--- src/rtl/cfgx_pkg.sv ---
package cfgx_pkg;
    localparam int unsigned CFG_AW     = 32;
    localparam int unsigned CFG_DW     = 32;
    localparam int unsigned CFG_BYTES  = CFG_DW / 8;
    localparam int unsigned OFF_W      = 3;
    localparam int unsigned T0_SLOT_LO = 11;
    localparam int unsigned SLOT_W     = $clog2(CFG_AW);
    localparam int unsigned INT_PINS   = 4;

    typedef enum logic {
        ST_IDLE = 1'b0,
        ST_WAIT = 1'b1
    } xl_state_e;

    typedef struct packed {
        xl_state_e               st;
        logic [CFG_AW-1:0]       areg;
        logic                    rsp;
        logic [CFG_DW-1:0]       rdata;
        logic                    req;
        logic                    we;
        logic [CFG_AW-1:0]       addr;
        logic [CFG_BYTES-1:0]    be;
        logic [CFG_DW-1:0]       wdata;
        logic [1:0]              size;
        logic [1:0]              lane;
        logic [INT_PINS-1:0]     irq;
    } xl_regs_t;
endpackage

--- src/rtl/cfgx_addr_map.sv ---
module cfgx_addr_map
    import cfgx_pkg::*;
(
    input  logic [CFG_AW-1:0] areg_i,
    input  logic [OFF_W-1:0]  off_i,
    output logic [CFG_AW-1:0] addr_o,
    output logic              no_dev_o
);
    logic [SLOT_W-1:0] slot;
    logic              found;

    // Lowest set bit among the one-hot device-select field wins.
    always_comb begin
        found = 1'b0;
        slot  = '0;
        for (int i = int'(CFG_AW) - 1; i >= int'(T0_SLOT_LO); i--) begin
            if (areg_i[i]) begin
                found = 1'b1;
                slot  = SLOT_W'(i);
            end
        end
    end

    always_comb begin
        addr_o   = '0;
        no_dev_o = 1'b0;
        if (areg_i[CFG_AW-1]) begin
            addr_o = {areg_i[CFG_AW-1:2], off_i[1:0]};
        end else if (areg_i[0]) begin
            addr_o = {areg_i[CFG_AW-1:3], off_i};
        end else begin
            addr_o[T0_SLOT_LO +: SLOT_W] = slot;
            addr_o[10:3]                 = areg_i[10:3];
            addr_o[2:0]                  = off_i;
            no_dev_o                     = ~found;
        end
    end
endmodule

--- src/rtl/cfgx_lane.sv ---
module cfgx_lane
    import cfgx_pkg::*;
#(
    parameter bit BIG_ENDIAN = 1'b1
) (
    input  logic [1:0]           size_i,
    input  logic [1:0]           lane_i,
    input  logic [CFG_DW-1:0]    wdata_i,
    input  logic [CFG_DW-1:0]    rdata_i,
    output logic [CFG_BYTES-1:0] be_o,
    output logic [CFG_DW-1:0]    wdata_o,
    output logic [CFG_DW-1:0]    rdata_o,
    output logic [CFG_DW-1:0]    rmask_o
);
    logic [2:0]           nb;
    logic [CFG_BYTES-1:0] bmask;
    logic [CFG_DW-1:0]    dmask;
    logic [CFG_DW-1:0]    wj;
    logic [CFG_DW-1:0]    rj;
    logic [CFG_DW-1:0]    wsw;
    logic [CFG_DW-1:0]    rsw;

    function automatic logic [CFG_DW-1:0] rev_bytes(input logic [CFG_DW-1:0] v,
                                                    input logic [2:0] n);
        logic [CFG_DW-1:0] r;
        r = '0;
        for (int i = 0; i < int'(CFG_BYTES); i++) begin
            if (i < int'(n)) r[8*i +: 8] = v[8*(int'(n)-1-i) +: 8];
        end
        return r;
    endfunction

    always_comb begin
        case (size_i)
            2'd0:    nb = 3'd1;
            2'd1:    nb = 3'd2;
            default: nb = 3'd4;
        endcase
        for (int i = 0; i < int'(CFG_BYTES); i++) begin
            bmask[i]        = (i < int'(nb));
            dmask[8*i +: 8] = {8{bmask[i]}};
        end
    end

    assign wj = wdata_i & dmask;
    assign rj = (rdata_i >> {lane_i, 3'b000}) & dmask;

    generate
        if (BIG_ENDIAN) begin : g_big
            assign wsw = rev_bytes(wj, nb);
            assign rsw = rev_bytes(rj, nb);
        end else begin : g_little
            assign wsw = wj;
            assign rsw = rj;
        end
    endgenerate

    assign be_o    = bmask << lane_i;
    assign wdata_o = wsw << {lane_i, 3'b000};
    assign rdata_o = rsw;
    assign rmask_o = dmask;
endmodule

--- src/rtl/cfgx_irq_swz.sv ---
module cfgx_irq_swz
    import cfgx_pkg::*;
#(
    parameter int unsigned NUM_SLOTS  = 4,
    parameter int unsigned FIRST_SLOT = 12
) (
    input  logic [NUM_SLOTS*INT_PINS-1:0] dev_irq_i,
    output logic [INT_PINS-1:0]           line_o
);
    localparam int unsigned NPIN = NUM_SLOTS * INT_PINS;

    function automatic logic [NPIN-1:0] pins_for_line(input int unsigned l);
        logic [NPIN-1:0] m;
        m = '0;
        for (int unsigned s = 0; s < NUM_SLOTS; s++) begin
            for (int unsigned p = 0; p < INT_PINS; p++) begin
                if (((FIRST_SLOT + s + p) % INT_PINS) == l) m[s*INT_PINS + p] = 1'b1;
            end
        end
        return m;
    endfunction

    generate
        for (genvar l = 0; l < INT_PINS; l++) begin : g_line
            localparam logic [NPIN-1:0] MASK = pins_for_line(l);
            assign line_o[l] = |(dev_irq_i & MASK);
        end
    endgenerate
endmodule

--- src/rtl/cfg_addr_xlate.sv ---
module cfg_addr_xlate
    import cfgx_pkg::*;
#(
    parameter bit          BIG_ENDIAN = 1'b1,
    parameter int unsigned NUM_SLOTS  = 4,
    parameter int unsigned FIRST_SLOT = 12
) (
    input  logic                          clk,
    input  logic                          rst_n,
    input  logic                          cpu_req,
    input  logic                          cpu_win,
    input  logic                          cpu_we,
    input  logic [OFF_W-1:0]              cpu_off,
    input  logic [1:0]                    cpu_size,
    input  logic [CFG_DW-1:0]             cpu_wdata,
    output logic                          cpu_rsp,
    output logic [CFG_DW-1:0]             cpu_rdata,
    output logic                          cfg_req,
    output logic                          cfg_we,
    output logic [CFG_AW-1:0]             cfg_addr,
    output logic [CFG_BYTES-1:0]          cfg_be,
    output logic [CFG_DW-1:0]             cfg_wdata,
    input  logic                          cfg_ack,
    input  logic [CFG_DW-1:0]             cfg_rdata,
    input  logic [NUM_SLOTS*INT_PINS-1:0] dev_irq,
    output logic [INT_PINS-1:0]           irq_out
);
    xl_regs_t q, d;

    logic                 in_wait;
    logic [1:0]           size_sel;
    logic [1:0]           lane_sel;
    logic [CFG_AW-1:0]    map_addr;
    logic                 map_no_dev;
    logic [CFG_BYTES-1:0] lane_be;
    logic [CFG_DW-1:0]    lane_wdata;
    logic [CFG_DW-1:0]    lane_rdata;
    logic [CFG_DW-1:0]    lane_rmask;
    logic [INT_PINS-1:0]  irq_next;

    assign in_wait  = (q.st == ST_WAIT);
    assign size_sel = in_wait ? q.size : cpu_size;
    assign lane_sel = in_wait ? q.lane : cpu_off[1:0];

    cfgx_addr_map i_addr_map (
        .areg_i   (q.areg),
        .off_i    (cpu_off),
        .addr_o   (map_addr),
        .no_dev_o (map_no_dev)
    );

    cfgx_lane #(.BIG_ENDIAN(BIG_ENDIAN)) i_lane (
        .size_i  (size_sel),
        .lane_i  (lane_sel),
        .wdata_i (cpu_wdata),
        .rdata_i (cfg_rdata),
        .be_o    (lane_be),
        .wdata_o (lane_wdata),
        .rdata_o (lane_rdata),
        .rmask_o (lane_rmask)
    );

    cfgx_irq_swz #(.NUM_SLOTS(NUM_SLOTS), .FIRST_SLOT(FIRST_SLOT)) i_irq_swz (
        .dev_irq_i (dev_irq),
        .line_o    (irq_next)
    );

    always_comb begin
        d     = q;
        d.rsp = 1'b0;
        d.irq = irq_next;
        case (q.st)
            ST_IDLE: begin
                if (cpu_req) begin
                    if (!cpu_win) begin
                        d.rsp = 1'b1;
                        if (cpu_we) begin
                            d.areg  = cpu_wdata;
                            d.rdata = '0;
                        end else begin
                            d.rdata = q.areg;
                        end
                    end else if (map_no_dev) begin
                        d.rsp   = 1'b1;
                        d.rdata = cpu_we ? '0 : lane_rmask;
                    end else begin
                        d.req   = 1'b1;
                        d.we    = cpu_we;
                        d.addr  = map_addr;
                        d.be    = lane_be;
                        d.wdata = cpu_we ? lane_wdata : '0;
                        d.size  = cpu_size;
                        d.lane  = cpu_off[1:0];
                        d.st    = ST_WAIT;
                    end
                end
            end
            ST_WAIT: begin
                if (cfg_ack) begin
                    d.req   = 1'b0;
                    d.rsp   = 1'b1;
                    d.rdata = q.we ? '0 : lane_rdata;
                    d.st    = ST_IDLE;
                end
            end
            default: d.st = ST_IDLE;
        endcase
    end

    always_ff @(posedge clk or negedge rst_n) begin
        if (!rst_n) q <= xl_regs_t'('0);
        else        q <= d;
    end

    assign cpu_rsp   = q.rsp;
    assign cpu_rdata = q.rdata;
    assign cfg_req   = q.req;
    assign cfg_we    = q.we;
    assign cfg_addr  = q.addr;
    assign cfg_be    = q.be;
    assign cfg_wdata = q.wdata;
    assign irq_out   = q.irq;
endmodule

--- config.mk ---
export PLATFORM = sky130hd
export DESIGN_NAME = cfg_addr_xlate
export DESIGN_NICKNAME = d
export VERILOG_FILES = /design/src/rtl/cfgx_pkg.sv /design/src/rtl/cfgx_addr_map.sv /design/src/rtl/cfgx_lane.sv /design/src/rtl/cfgx_irq_swz.sv /design/src/rtl/cfg_addr_xlate.sv
export SDC_FILE = /design/constraint.sdc
export NUM_CORES = 1
export LEC_CHECK = 0
export BUFFER_PORTS_ARGS = -buffer_cell sky130_fd_sc_hd__buf_2
export CORE_MARGIN = 2
export CORE_UTILIZATION = 37
export CTS_CLUSTER_DIAMETER = 30
export DETAILED_ROUTE_END_ITERATION = 8
export GPL_TIMING_DRIVEN = 0
export SETUP_SLACK_MARGIN = 0.05
export SLEW_MARGIN = 20
export SYNTH_ARGS = -nofsm -noshare
export SYNTH_HDL_FRONTEND = slang
export SYNTH_HIERARCHICAL = 1
export SYNTH_SLANG_ARGS = --single-unit
--- constraint.sdc ---
create_clock -name clk -period 5.85 [get_ports clk]
set_input_delay 1.17 -clock clk [delete_from_list [all_inputs] [get_ports clk]]
set_output_delay 1.17 -clock clk [all_outputs]
set_load 0.005 [all_outputs]
After elaboration in Yosys (flattened, before gate mapping) --
Cells that the tools add are included. W data, S select, Z words.
Storage, ports and cells: flip-flop bits (word level) 144, logic and storage cells 126
Operators by class: add/subtract/negate cells 4, magnitude comparators 4, eq/ne operators 6, shift-type cells 11, mux-type cells 74, bitwise operators 6, reductions and logical operators 9
Operators by type and width (count):
- $shiftx A32 B32 Y8 | 8
- $mux W32 | 7
- $mux W74 | 2
- $mux W140 | 1
- $mux W5 | 20
- $pmux W34 S2 | 1
- $mux W33 | 2
- $and A32 B32 Y32 | 2
- $mux W8 | 8
- $sub A29 B3 Y29 const B | 2
- $mux W34 | 1
- $shl A32 B5 Y32 | 1
- $shr A32 B5 Y32 | 1
- $sub A29 B2 Y29 const B | 1
- $mux W1 | 26
- $mux W16 | 1
- $reduce_or A4 Y1 | 4
- $mux W15 | 1
- $reduce_and A4 Y1 | 3
- $ne A2 B2 Y1 const B | 4
- $lt A1 B3 Y1 const A | 2
- $lt A2 B3 Y1 const A | 2
- $pmux W3 S2 | 1
- $mux W2 | 2
- other kinds (8) | 11

Depth between registers and ports, before layout --
Gate-level depths: netlist of the first run.
word-level depth 28, mapped depth 17, depth with buffers taken out 10

Modules after synthesis --
Netlist of the first run, hierarchy kept.
By module, submodules not included:
- cfg_addr_xlate | instances 1, cells an instance 645, area an instance 7593.5 um2, sequential area each 3603.5 um2
- cfgx_lane | instances 1, cells an instance 401, area an instance 2925.3 um2, sequential area each 0.0 um2
- cfgx_addr_map | instances 1, cells an instance 78, area an instance 483.0 um2, sequential area each 0.0 um2
- cfgx_irq_swz | instances 1, cells an instance 4, area an instance 30.0 um2, sequential area each 0.0 um2

Worst setup path after synthesis of the first run --
No wires, ideal clock.
path type input-to-reg, start point input cpu_size[1], end point register q (netlist bit cpu_rdata[21]), data arrival time 3.964 ns, data required time 5.768 ns, path slack 1.804 ns, stages 15, buffers on the path 5, cell sequence mux2_2 buf_6 nor2b_1 buf_2 buf_2 buf_2 inv_1 ha_1 buf_4 nor3_2 o2bb2ai_2 nand3_1 a221oi_1 nand2_1 a31oi_1
Between the ends: longest elaborated chain between the ends 10
RTL lines:
- start, declared | RTL line cfg_addr_xlate.sv:14 | input logic [1:0] cpu_size,
- $mux W2 (*) | RTL line cfg_addr_xlate.sv:42 | assign size_sel = in_wait ? q.size : cpu_size;
- $eq A2 B1 Y1 or $logic_not A2 Y1 (tied branches) | RTL line cfgx_lane.sv:34 | case (size_i)
- $pmux W3 S2 (*) | RTL line cfgx_lane.sv:34
- $sub A3 B1 Y4 (tied with other cells) | RTL line cfgx_lane.sv:28 | if (i < int'(n)) r[8*i +: 8] = v[8*(int'(n)-1-i) +: 8];
- $sub A29 B3 Y29 or $and A32 B32 Y32 (tied branches) | RTL line cfgx_lane.sv:28, cfgx_lane.sv:46
- $shiftx A32 B32 Y8 | RTL line cfgx_lane.sv:28
- $mux W8 (*) | RTL line cfgx_lane.sv:28
- net lane_rdata[21] | RTL line cfg_addr_xlate.sv:37 | logic [CFG_DW-1:0] lane_rdata;
- $mux W32 (*) | RTL line cfg_addr_xlate.sv:102 | d.rdata = q.we ? '0 : lane_rdata;
- $mux W34 (*) | RTL line cfg_addr_xlate.sv:99 | if (cfg_ack) begin
- $pmux W34 S2 (*) | RTL line cfg_addr_xlate.sv:72 | case (q.st)
- end signal, assigned | RTL line cfg_addr_xlate.sv:111 | if (!rst_n) q <= xl_regs_t'('0);
- end, declared | RTL line cfg_addr_xlate.sv:28 | xl_regs_t q, d;
Mark *: on every way through the listed nets, which the timed path passes. The rest lies on a longest branch. The select of a mux whose other input is x is not followed. A chain may end at the register's enable or synchronous reset.

Worst setup path in the final report of the first run --
start point input cpu_size[1], end point register q (netlist bit cpu_rdata[7])
Between the ends: longest elaborated chain between the ends 10
RTL lines:
- $mux W2 (*) | RTL line cfg_addr_xlate.sv:42
- net size_sel[1] | RTL line cfg_addr_xlate.sv:31 | logic [1:0] size_sel;
- $eq A2 B1 Y1 or $logic_not A2 Y1 (tied branches) | RTL line cfgx_lane.sv:34
- $pmux W3 S2 (*) | RTL line cfgx_lane.sv:34
- $lt A2 B3 Y1 (*) | RTL line cfgx_lane.sv:40 | bmask[i] = (i < int'(nb));
- net lane_rmask[24] | RTL line cfg_addr_xlate.sv:38 | logic [CFG_DW-1:0] lane_rmask;
- $and A32 B32 Y32 (*) | RTL line cfgx_lane.sv:46 | assign rj = (rdata_i >> {lane_i, 3'b000}) & dmask;
- $shiftx A32 B32 Y8 (*) | RTL line cfgx_lane.sv:28
- $mux W8 (*) | RTL line cfgx_lane.sv:28
- net lane_rdata[7] | RTL line cfg_addr_xlate.sv:37
- $mux W32 (*) | RTL line cfg_addr_xlate.sv:102
- $mux W34 (*) | RTL line cfg_addr_xlate.sv:99
- $pmux W34 S2 (*) | RTL line cfg_addr_xlate.sv:72
Marked as above.

==> results of run 1 <==
layer usage:
metal / vias up / global-route usage (%)
li1: 4419 / -
met3: 74 / 4.747
met4: 0 / 7.645
met1: 4707 / 33.71
met2: 478 / 39.52
met5: - / 0
registers in the layout, indices dropped and copies added (netlist names):
name / count
cfg_req: 1
cpu_rsp: 1
cfg_addr: 32
q: 36
cfg_wdata: 32
cpu_rdata: 32
irq_out: 4
cfg_we: 1
cfg_be: 4
in_wait: 1
path summary, 6_finish.rpt:
check / start / endpoint / slack, ns / cells after the start
worst max-delay path: cpu_size[1] / cpu_rdata[7] / 0.57 / 15
worst min-delay path: cfg_wdata[7] / cfg_wdata[7] / 0.48 / 2
worst max register to register: in_wait / cpu_rdata[7] / 0.84 / 15
worst min register to register: cfg_wdata[7] / cfg_wdata[7] / 0.48 / 2
max in group asynchronous: rst_n / cpu_rdata[26] / 4.35 / 2
min in group asynchronous: rst_n / irq_out[0] / 0.66 / 1
cells in the final DEF, fill, tap and decap left out, types with 30 or more instances in the layout:
cell	instances
buf_2	236
buf_4	152
dfrtp_1	144
nand2_1	116
mux2_4	72
a31oi_1	50
o21ai_0	47
mux2i_1	46
mux2_2	42
nor2_1	36
nand4b_1	32
a211oi_1	32
nor2b_1	30
synth_stat cells (2+ instances only):
cell type	count	area (µm²)
ha_1	3	37.54
nand2b_1	4	25.02
o22ai_1	14	87.58
buf_6	14	157.7
and3_1	8	50.05
a211oi_1	32	240.2
nand4b_1	32	280.3
a221oi_1	21	183.9
buf_12	3	60.06
and3b_1	2	17.52
a22oi_1	18	135.1
o21ai_1	13	65.06
inv_1	18	67.56
o2bb2ai_1	8	70.07
o21ai_0	47	235.2
nor3_1	11	55.05
mux2i_1	46	460.4
buf_1	3	11.26
nand2_1	116	435.4
nand3_1	4	20.02
or4_1	8	60.06
inv_2	2	7.510
a2111oi_0	2	17.52
buf_2	41	205.2
nor4_1	2	12.51
mux2_2	42	473.0
clkbuf_1	23	86.33
or2_2	4	25.02
mux2_4	72	1081
a22o_1	15	131.4
a311o_1	8	80.08
a21oi_1	16	80.08
o32ai_1	2	17.52
and2_1	21	131.4
buf_4	152	1141
dfrtp_1	144	3603
nor2b_1	30	187.7
mux4_2	8	180.2
a31oi_1	50	312.8
mux4_1	3	78.83
o221ai_1	3	26.28
nor2_1	36	135.1
o31ai_1	4	30.03
kinds of logic after synthesis:
family	after synthesis	synth area share (%)
and+or+nand+nor	289	14.08
buffers and inverters	257	15.80
AOI/OAI and AO/OA	260	16.22
muxes	172	20.71
xor gates and xnor gates	2	0.1588
other	1	0.03399
DFF	144	32.66
adders and majority gates	3	0.3403
power breakdown:
| part | internal, mW | switching [mW] |
|---|---|---|
| combinational | 1.17 | 1.05 |
| clock | 0.713 | 0.481 |
| sequential | 1.27 | 0.266 |
| total | 3.15 | 1.80 |
stage by stage:
step | cells | power, mW
floorplan | 1135 | 2.985
global placement | 1721 | 3.714
detailed placement | 1722 | 3.735
CTS | 1753 | 4.946
global route | 1753 | 5.214
finish | 1754 | 4.951
cell type report:
class	instances	area (µm²)	share of cell area, %
antenna	1	2.502	0.01898
clock inverter	13	187.7	1.424
tap	390	488.0	3.701
timing repair buffer	197	1018	7.725
inverter	21	81.33	0.6169
buffer	236	1662	12.60
sequential	144	3603	27.33
clock buffer	18	429.2	3.255
multi-input combinational	734	5712	43.32
worst max-delay path, stage by stage:
cell and delay [ns]:
buf_2 0.10, mux2_2 0.29, buf_6 0.16, nor2b_1 0.11
buf_2 0.25, buf_2 0.31, buf_2 0.33, inv_1 0.13
ha_1 0.38, clkbuf_1 0.32, xnor2_1 0.87, nand2_1 0.41
o22ai_1 0.45, nand2_1 0.12, a31oi_1 0.21
==> impl_metrics.py, run 1 <==
metrics = {
    "run_status": {
        "outcome": "finished clean",
    },
    "yosys": {
        "synth_area_um2": 11030,
        "synth-seq-area-share_pct": 32.66,
        "synth-async-reset-ratio_pct": 100.0,
        "syn-mean-instance-area_um2": 9.780,
        "ys_types": 66,
        "synth-main-ff-cell": "dfrtp_1",
        "synth_edf_count": 0,
        "synthesis.instances": 1128,
        "yosysWarnings": 6,
        "synth_seq_cells": 144,
    },
    "route": {
        "drt-total-wl_um": 38700,
        "dr.pass1.iters": 6,
        "dr.first_iter.drc_count": 1005,
        "final_antenna_net_count": 0,
        "met2_length_um": 18160,
        "wl_met1_um": 16490,
        "wl_met3_um": 3018,
        "via_per_inst": 5.518,
        "highest_layer": "met4",
        "route.detailed.drc": 0,
        "via_count": 9678,
        "wl_per_cell_um": 22.06,
    },
    "finish": {
        "fin_util_pct": 44.72,
        "layout-drive-gt1-share_pct": 42.26,
        "postLayoutCellArea_um2": 13180,
        "area_growth_pct": 19.51,
        "nFillCells": 2917,
        "layout.nets": 1445,
    },
    "worst_setup_path": {
        "cp_data_required_time_ns": 6.20,
        "start_kind": "input pin",
        "crit_path_max_fanout": 10,
        "endpoint_kind": "flip-flop",
        "cp.arrival_ns": 5.63,
        "crit_type": "input pin to flip-flop",
    },
    "place": {
        "io_buffers": 196,
        "post-place-ws_ns": 0.3516,
        "post_dp_cell_area_um2": 12560,
        "dpl.hpwl_um": 29040,
        "gp_congestion": 0.9969,
    },
    "sta": {
        "rsz0062_at_grt": "false",
        "fin_crit_ns": 5.277,
        "slew_headroom_pct": 31.29,
        "finalHoldViolCount": 0,
        "setup_violations": 0,
        "clock_skew_ns": 0.01790,
        "maxSlewViolCount": 0,
        "setup_ws_ns": 0.5729,
        "worst_pin_slew_ns": 1.023,
        "holdWs_ns": 0.4779,
        "fin_crit_sh_pct": 90.21,
        "fmax_ghz": 0.1895,
        "finalSetupTns_ns": 0,
    },
    "cts": {
        "clk_pin_slew_ns": 0.07,
        "numCtsBuffers": 17,
        "cts_setup_buffers": 0,
        "clk_latency_ns": 0.45,
        "cts_root_buf": "clkbuf_16",
        "cts.repair.resized": 0,
        "postCtsHoldBufs": 0,
        "cts.path.max_buffers": 2,
        "tritoncts": "yes",
        "clock-sinks": 144,
        "h-tree-depth": 4,
    },
    "floorplanning": {
        "row_count": 63,
        "chipHeight_um": 176.7,
        "die_w_um": 176.7,
        "dieArea_um2": 31210,
        "initial_core_util_pct": 37.42,
        "core_area_um2": 29480,
        "ioPinCount": 198,
    },
    "power": {
        "p_per_area_nw_per_um2": 375.5,
        "max-vdd-ir-drop_mv": 0.1916,
        "p_leak_nw": 6.125,
    },
    "run": {
        "cap_viol_max_count": 0,
    },
    "grt": {
        "grt-ovfl-total": 0,
        "grt_pass1_wl_um": 57790,
        "grt_util_all_layers_pct": 24.68,
        "antenna_found_initial": 0,
        "grt_max_degree": 87,
        "grt_pass1_vias": 9388,
    },
    "worst_hold_path": {
        "hp-class": "flip-flop to flip-flop",
    },
}
No activity file was read; power rests on OpenSTA's default activity.
==> run 2, diff against run 1 <==
- REMOVE_ABC_BUFFERS: not set -> 1
- TNS_END_PERCENT: not set -> 1
==> run 2 against run 1 <==
Against the previous run:
- sequential cell count did not move
- wire length fell by 11%
- global-route usage fell by 2.9 points
- first-iteration DRC count fell by 9.5%
- fmax rose by 3.7%
- non-clock buffer count fell by 228
- die area did not move
- largest cell class unchanged
==> impl_metrics.py, run 2 (synthesis results as in run 1) <==
metrics = {
    "finish": {
        "antenna_cells": 0,
        "largest_register_ffs": 36,
        "area_growth_pct": 6.113,
        "layout-drive-gt1-share_pct": 33.71,
        "fin_cells": 1526,
        "final_common_cell": "buf_2",
        "top_register": "q",
        "final_cell_mix": "buf_2 (195), dfrtp_1 (144), nand2_1 (116)",
        "postLayoutCellArea_um2": 11710,
        "layout.nets": 1217,
    },
    "sta": {
        "setup_violations": 0,
        "clock_skew_ns": 0.01242,
        "rsz0062_at_grt": "false",
        "maxSlewViolCount": 0,
        "fmax_ghz": 0.1965,
        "finalHoldViolCount": 0,
        "fin_crit_ns": 5.088,
        "worst_pin_slew_ns": 1.029,
        "slew_headroom_pct": 31.41,
        "fin_crit_sh_pct": 86.98,
    },
    "power": {
        "p_switching_mw": 1.698,
        "p_seq_share_pct": 34.2,
        "power_frac_comb_pct": 40.8,
        "p_leak_nw": 5.149,
        "internal_power_mw": 2.729,
        "swShare_pct": 38.35,
        "finalPower_mw": 4.426,
        "max-vdd-ir-drop_mv": 0.2141,
        "power_frac_clock_pct": 25.0,
        "p_per_area_nw_per_um2": 378.1,
    },
    "floorplanning": {
        "initial_core_util_pct": 37.42,
        "chipHeight_um": 176.7,
        "dieArea_um2": 31210,
        "die_w_um": 176.7,
        "row_count": 63,
        "ioPinCount": 198,
        "core_area_um2": 29480,
    },
    "worst_setup_path": {
        "start_kind": "input pin",
        "rrSetupSlack_ns": 0.87,
        "cp.arrival_ns": 5.45,
        "crit_path_max_fanout": 36,
        "endpoint_kind": "flip-flop",
        "cp_data_required_time_ns": 6.21,
        "crit_type": "input pin to flip-flop",
    },
    "cts": {
        "clk_pin_slew_ns": 0.07,
        "numCtsBuffers": 17,
        "clk_latency_ns": 0.43,
        "h-tree-depth": 4,
        "clock-sinks": 144,
        "cts_root_buf": "clkbuf_16",
        "tritoncts": "yes",
        "cts.repair.resized": 0,
        "postCtsHoldBufs": 0,
        "cts.path.max_buffers": 2,
        "cts_setup_buffers": 0,
    },
    "place": {
        "place_inst": 1494,
        "dpl.hpwl_um": 23390,
        "gp_congestion": 0.8376,
        "io_buffers": 197,
        "post_dp_cell_area_um2": 11110,
    },
    "route": {
        "route.detailed.drc": 0,
        "wl_met1_um": 15320,
        "via_count": 8634,
        "highest_layer": "met5",
        "wl_per_cell_um": 22.50,
        "dr.pass1.iters": 5,
        "final_antenna_net_count": 0,
        "drt-total-wl_um": 34330,
        "via_per_inst": 5.658,
        "met2_length_um": 15450,
        "dr.first_iter.drc_count": 910,
        "wl_met3_um": 2612,
    },
    "run": {
        "cap_viol_max_count": 0,
    },
    "worst_hold_path": {
        "hp-class": "flip-flop to flip-flop",
    },
    "run_status": {
        "outcome": "finished clean",
    },
    "grt": {
        "grt_util_all_layers_pct": 21.76,
        "grt_pass1_vias": 8440,
        "grt-ovfl-total": 0,
        "grt_max_degree": 80,
        "antenna_found_initial": 3,
        "grt_pass1_wl_um": 51650,
    },
}
[run 2: cell types whose count changed in the layout (fill, tap and decap cells not counted), moves of 14 or more]
cell / before / now
buf_4: 152 / 1
buf_2: 236 / 195
clkbuf_1: 24 / 0
buf_6: 14 / 0
[run 2: per-layer routing]
layer  global-route usage (%)  vias up
li1                         -     3963
met1                    29.54     4200
met2                    33.95      394
met3                    5.241       73
met4                    7.335        4
met5                        0        -
[run 2: through the flow]
step	setup TNS, ns	util (%)	setup WS [ns]	hold slack (ns)
6_report	0	39.71	0.7617	0.4771
5_1_grt	0	39.71	0.6018	0.5023
4_1_cts	0	39.67	0.8451	0.4817
3_5_place_dp	0	37.70	0.4292	0.4650
3_3_place_gp	-184.48	36.87	-2.450	0.4596
2_1_floorplan	0	-	0.2537	0.4733
[run 2: worst max-delay path, stage by stage]
cell and delay, ns:
buf_2 0.10, mux2_2 0.65, nor2_8 0.20, inv_4 0.46
ha_1 0.95, xor2_1 0.34, nor2_1 0.63, a221oi_1 0.22
o31ai_1 0.45, nand2_1 0.09, o21ai_0 0.16
[run 2: power by group through the flow]
stage          clock network [mW]  registers [mW]  logic (mW)
4_1_cts                      1.13            1.52        1.79
2_1_floorplan                   0            1.47        1.11
5_1_grt                      1.17            1.55        1.95
6_report                     1.11            1.51        1.81
3_5_place_dp                    0            1.53        1.78
3_3_place_gp                    0            1.53        1.75
[run 2: final timing paths]
| check | endpoint | cells after the start | start |
|---|---|---|---|
| setup reg to reg | cfg_wdata[18] | 10 | in_wait |
| max in group asynchronous | q[134] | 2 | rst_n |
| hold reg to reg | cfg_wdata[15] | 2 | cfg_wdata[15] |
| min in group asynchronous | cfg_wdata[9] | 1 | rst_n |
| setup / recovery | cfg_wdata[18] | 11 | cpu_size[0] |
| hold / removal | cfg_wdata[15] | 2 | cfg_wdata[15] |
[run 2: layout make-up]
| class | count | area, µm² |
|---|---|---|
| Clock inverter | 13 | 130.1 |
| Inverter | 21 | 81.33 |
| Multi-Input combinational cell | 734 | 5762 |
| Sequential cell | 144 | 3603 |
| Fill cell | 2983 | 17770 |
| Tap cell | 390 | 488.0 |
| Timing Repair Buffer | 205 | 1189 |
| Clock buffer | 19 | 452.9 |
==> run 3, diff against run 2 <==
- ABC_AREA: not set -> 1
==> run 3 against run 2 <==
Against the previous run:
- die area is 4.0% lower
- fmax up 6.2%
- total power fell by 5.8%
- sequential share of layout area increased by 0.96 points
- combinational power decreased by 12%
- wire length down 7.2%
==> impl_metrics.py, run 3 <==
metrics = {
    "worst_setup_path": {
        "max_stage_delay_ns": 0.70,
        "crit_type": "input pin to flip-flop",
        "cp_data_required_time_ns": 6.22,
        "cp.arrival_ns": 5.16,
        "crit_path_max_fanout": 49,
        "worstPathCellList": "buf_2, inv_1, o21ai_4, buf_16, nor2_8, inv_2, ha_1, inv_2, nand2_2, a21oi_1, nand2_1, nand3_1, nand2_1, a21oi_1, nand2_1, nand3_1",
        "endpoint_kind": "flip-flop",
        "reg2reg_from": "in_wait",
        "rrSetupSlack_ns": 1.20,
        "crit_top_cell": "nand2_1",
        "reg2reg_to": "cpu_rdata[5]",
        "start_kind": "input pin",
        "reg2regPathDepth": 15,
        "cpMaxStageDelayCell": "inv_2",
    },
    "finish": {
        "top_register": "q",
        "nFillCells": 3022,
        "final_cell_mix": "nand2_1 (652), nand3_1 (225), buf_2 (196)",
        "layout.nets": 1697,
        "layout-drive-gt1-share_pct": 17.96,
        "area_growth_pct": 7.334,
        "fin_util_pct": 40.64,
        "final_common_cell": "nand2_1",
        "fin_cells": 1994,
        "largest_register_ffs": 36,
    },
    "floorplanning": {
        "chipHeight_um": 173.1,
        "dieArea_um2": 29950,
        "die_w_um": 173.1,
        "row_count": 61,
        "initial_core_util_pct": 37.86,
        "core_area_um2": 27930,
        "ioPinCount": 198,
    },
    "yosys": {
        "synthesis.instances": 1609,
        "synth_top_area_cell": "dfrtp_1",
        "yosysWarnings": 6,
        "syn-mean-instance-area_um2": 6.573,
        "synth-seq-area-share_pct": 34.07,
        "synth.most_common_cell": "nand2_1",
        "ys_types": 36,
        "synth-main-ff-cell": "dfrtp_1",
        "synthTopCellsByArea": "dfrtp_1 (34%), nand2_1 (23%), buf_4 (11%)",
        "synth_commonest_cells": "nand2_1 (653), nand3_1 (225), buf_4 (153)",
        "synth_edf_count": 0,
        "synth-async-reset-ratio_pct": 100.0,
        "synth_area_um2": 10580,
        "yosysTopAreaCellShare_pct": 34.07,
        "synth_seq_cells": 144,
    },
    "cts": {
        "tritoncts": "yes",
        "cts_root_buf": "clkbuf_16",
        "clk_latency_ns": 0.44,
        "cts.repair.resized": 0,
        "h-tree-depth": 4,
        "postCtsHoldBufs": 0,
        "clk_pin_slew_ns": 0.06,
        "numCtsBuffers": 17,
        "cts.path.max_buffers": 2,
        "cts_setup_buffers": 0,
        "clock-sinks": 144,
    },
    "sta": {
        "worst_pin_slew_ns": 1.091,
        "finalSetupTns_ns": 0,
        "fin_crit_ns": 4.793,
        "slew_headroom_pct": 27.16,
        "fmax_ghz": 0.2086,
        "fin_crit_sh_pct": 81.94,
        "rsz0062_at_grt": "false",
        "clock_skew_ns": 0.01718,
        "finalHoldViolCount": 0,
        "setup_violations": 0,
        "maxSlewViolCount": 0,
    },
    "grt": {
        "grt_pass1_wl_um": 50400,
        "grt_pass1_vias": 9441,
        "antenna_found_initial": 3,
        "grt_max_degree": 93,
        "grt_util_all_layers_pct": 21.09,
        "grt-ovfl-total": 0,
    },
    "worst_hold_path": {
        "hold_depth": 2,
        "hold_path_startpoint": "cfg_addr[30]",
        "hp-class": "flip-flop to flip-flop",
        "min_to": "cfg_addr[30]",
    },
    "run_status": {
        "outcome": "finished clean",
    },
    "route": {
        "via_count": 9822,
        "via_per_inst": 4.926,
        "drt-total-wl_um": 31840,
        "route.detailed.drc": 0,
        "dr.first_iter.drc_count": 692,
        "final_antenna_net_count": 0,
        "wl_per_cell_um": 15.97,
        "dr.pass1.iters": 5,
    },
    "run": {
        "cap_viol_max_count": 0,
    },
    "place": {
        "place_inst": 1962,
        "gp_congestion": 0.8925,
        "dpl.hpwl_um": 22370,
        "io_buffers": 197,
    },
    "power": {
        "p_per_area_nw_per_um2": 367.4,
        "p_leak_nw": 6.342,
        "max-vdd-ir-drop_mv": 0.1986,
    },
}
-- run 3: area by class of cell --
type,count,area (µm²),share of cell area [%]
multi-input combinational,1129,5021,44.23
tap,378,473.0,4.166
clock inverter,9,131.4,1.157
inverter,106,427.9,3.769
clock buffer,22,484.2,4.265
sequential,144,3603,31.74
antenna,1,2.502,0.02204
timing repair buffer,205,1209,10.65
-- run 3: per-stage QoR --
| stage | total power, mW | instance area (µm²) | setup WS [ns] | hold WS, ns |
|---|---|---|---|---|
| after CTS | 4.199 | 11350 | 1.169 | 0.4705 |
| after detailed placement | 3.022 | 10730 | 0.7233 | 0.4543 |
| final | 4.171 | 11350 | 1.057 | 0.4652 |
| after global placement | 2.980 | 10470 | -5.640 | 0.4518 |
| after global routing | 4.474 | 11350 | 0.8752 | 0.4801 |
| after floorplan | 2.378 | 9011 | -1.497 | 0.4534 |
-- run 3: logic make-up after synthesis --
group / Yosys count / share of synthesized area [%]
AOI/OAI and AO/OA: 128 / 6.850
xor gates and xnor gates: 1 / 0.2603
adders and majority gates: 3 / 0.3549
buffers and inverters: 343 / 19.07
DFF: 144 / 34.07
muxes: 1 / 0.1065
other: 1 / 0.03546
and+or+nand+nor: 988 / 39.25
-- run 3: worst max-delay path: cells and delay by family --
kind                     cells  cell delay [ns]
buffers and inverters        5             1.62
adder cells (fa/ha/maj)      1             0.37
AND/OR/NAND/NOR              7             0.91
AO/OA/AOI/OAI                3             1.04
-- run 3: worst max path at each step --
stage / endpoint / from
finish: cpu_rdata[5] / cpu_size[1]
global route: cpu_rdata[22] / cpu_size[1]
CTS: cpu_rdata[5] / cpu_size[1]
detailed placement: cpu_rdata[5] / cpu_size[1]
global placement: cfg_wdata[29] / cpu_off[0]
floorplan: cfg_wdata[24] / cpu_off[0]
-- run 3: power breakdown --
group	total, mW	switching [mW]	internal [mW]	leakage (nW)
combinational	1.60	1.02	0.573	4.19
sequential	1.41	0.182	1.23	1.86
clock	1.17	0.452	0.713	0.294
total	4.17	1.66	2.51	6.34
-- run 3: layer usage --
layer	vias to the layer above	wire (µm)	track usage (%)
met5	-	27	0
met4	4	790	7.627
met3	50	1914	4.573
met2	310	14460	34.08
met1	4540	14650	27.79
li1	4918	-	-
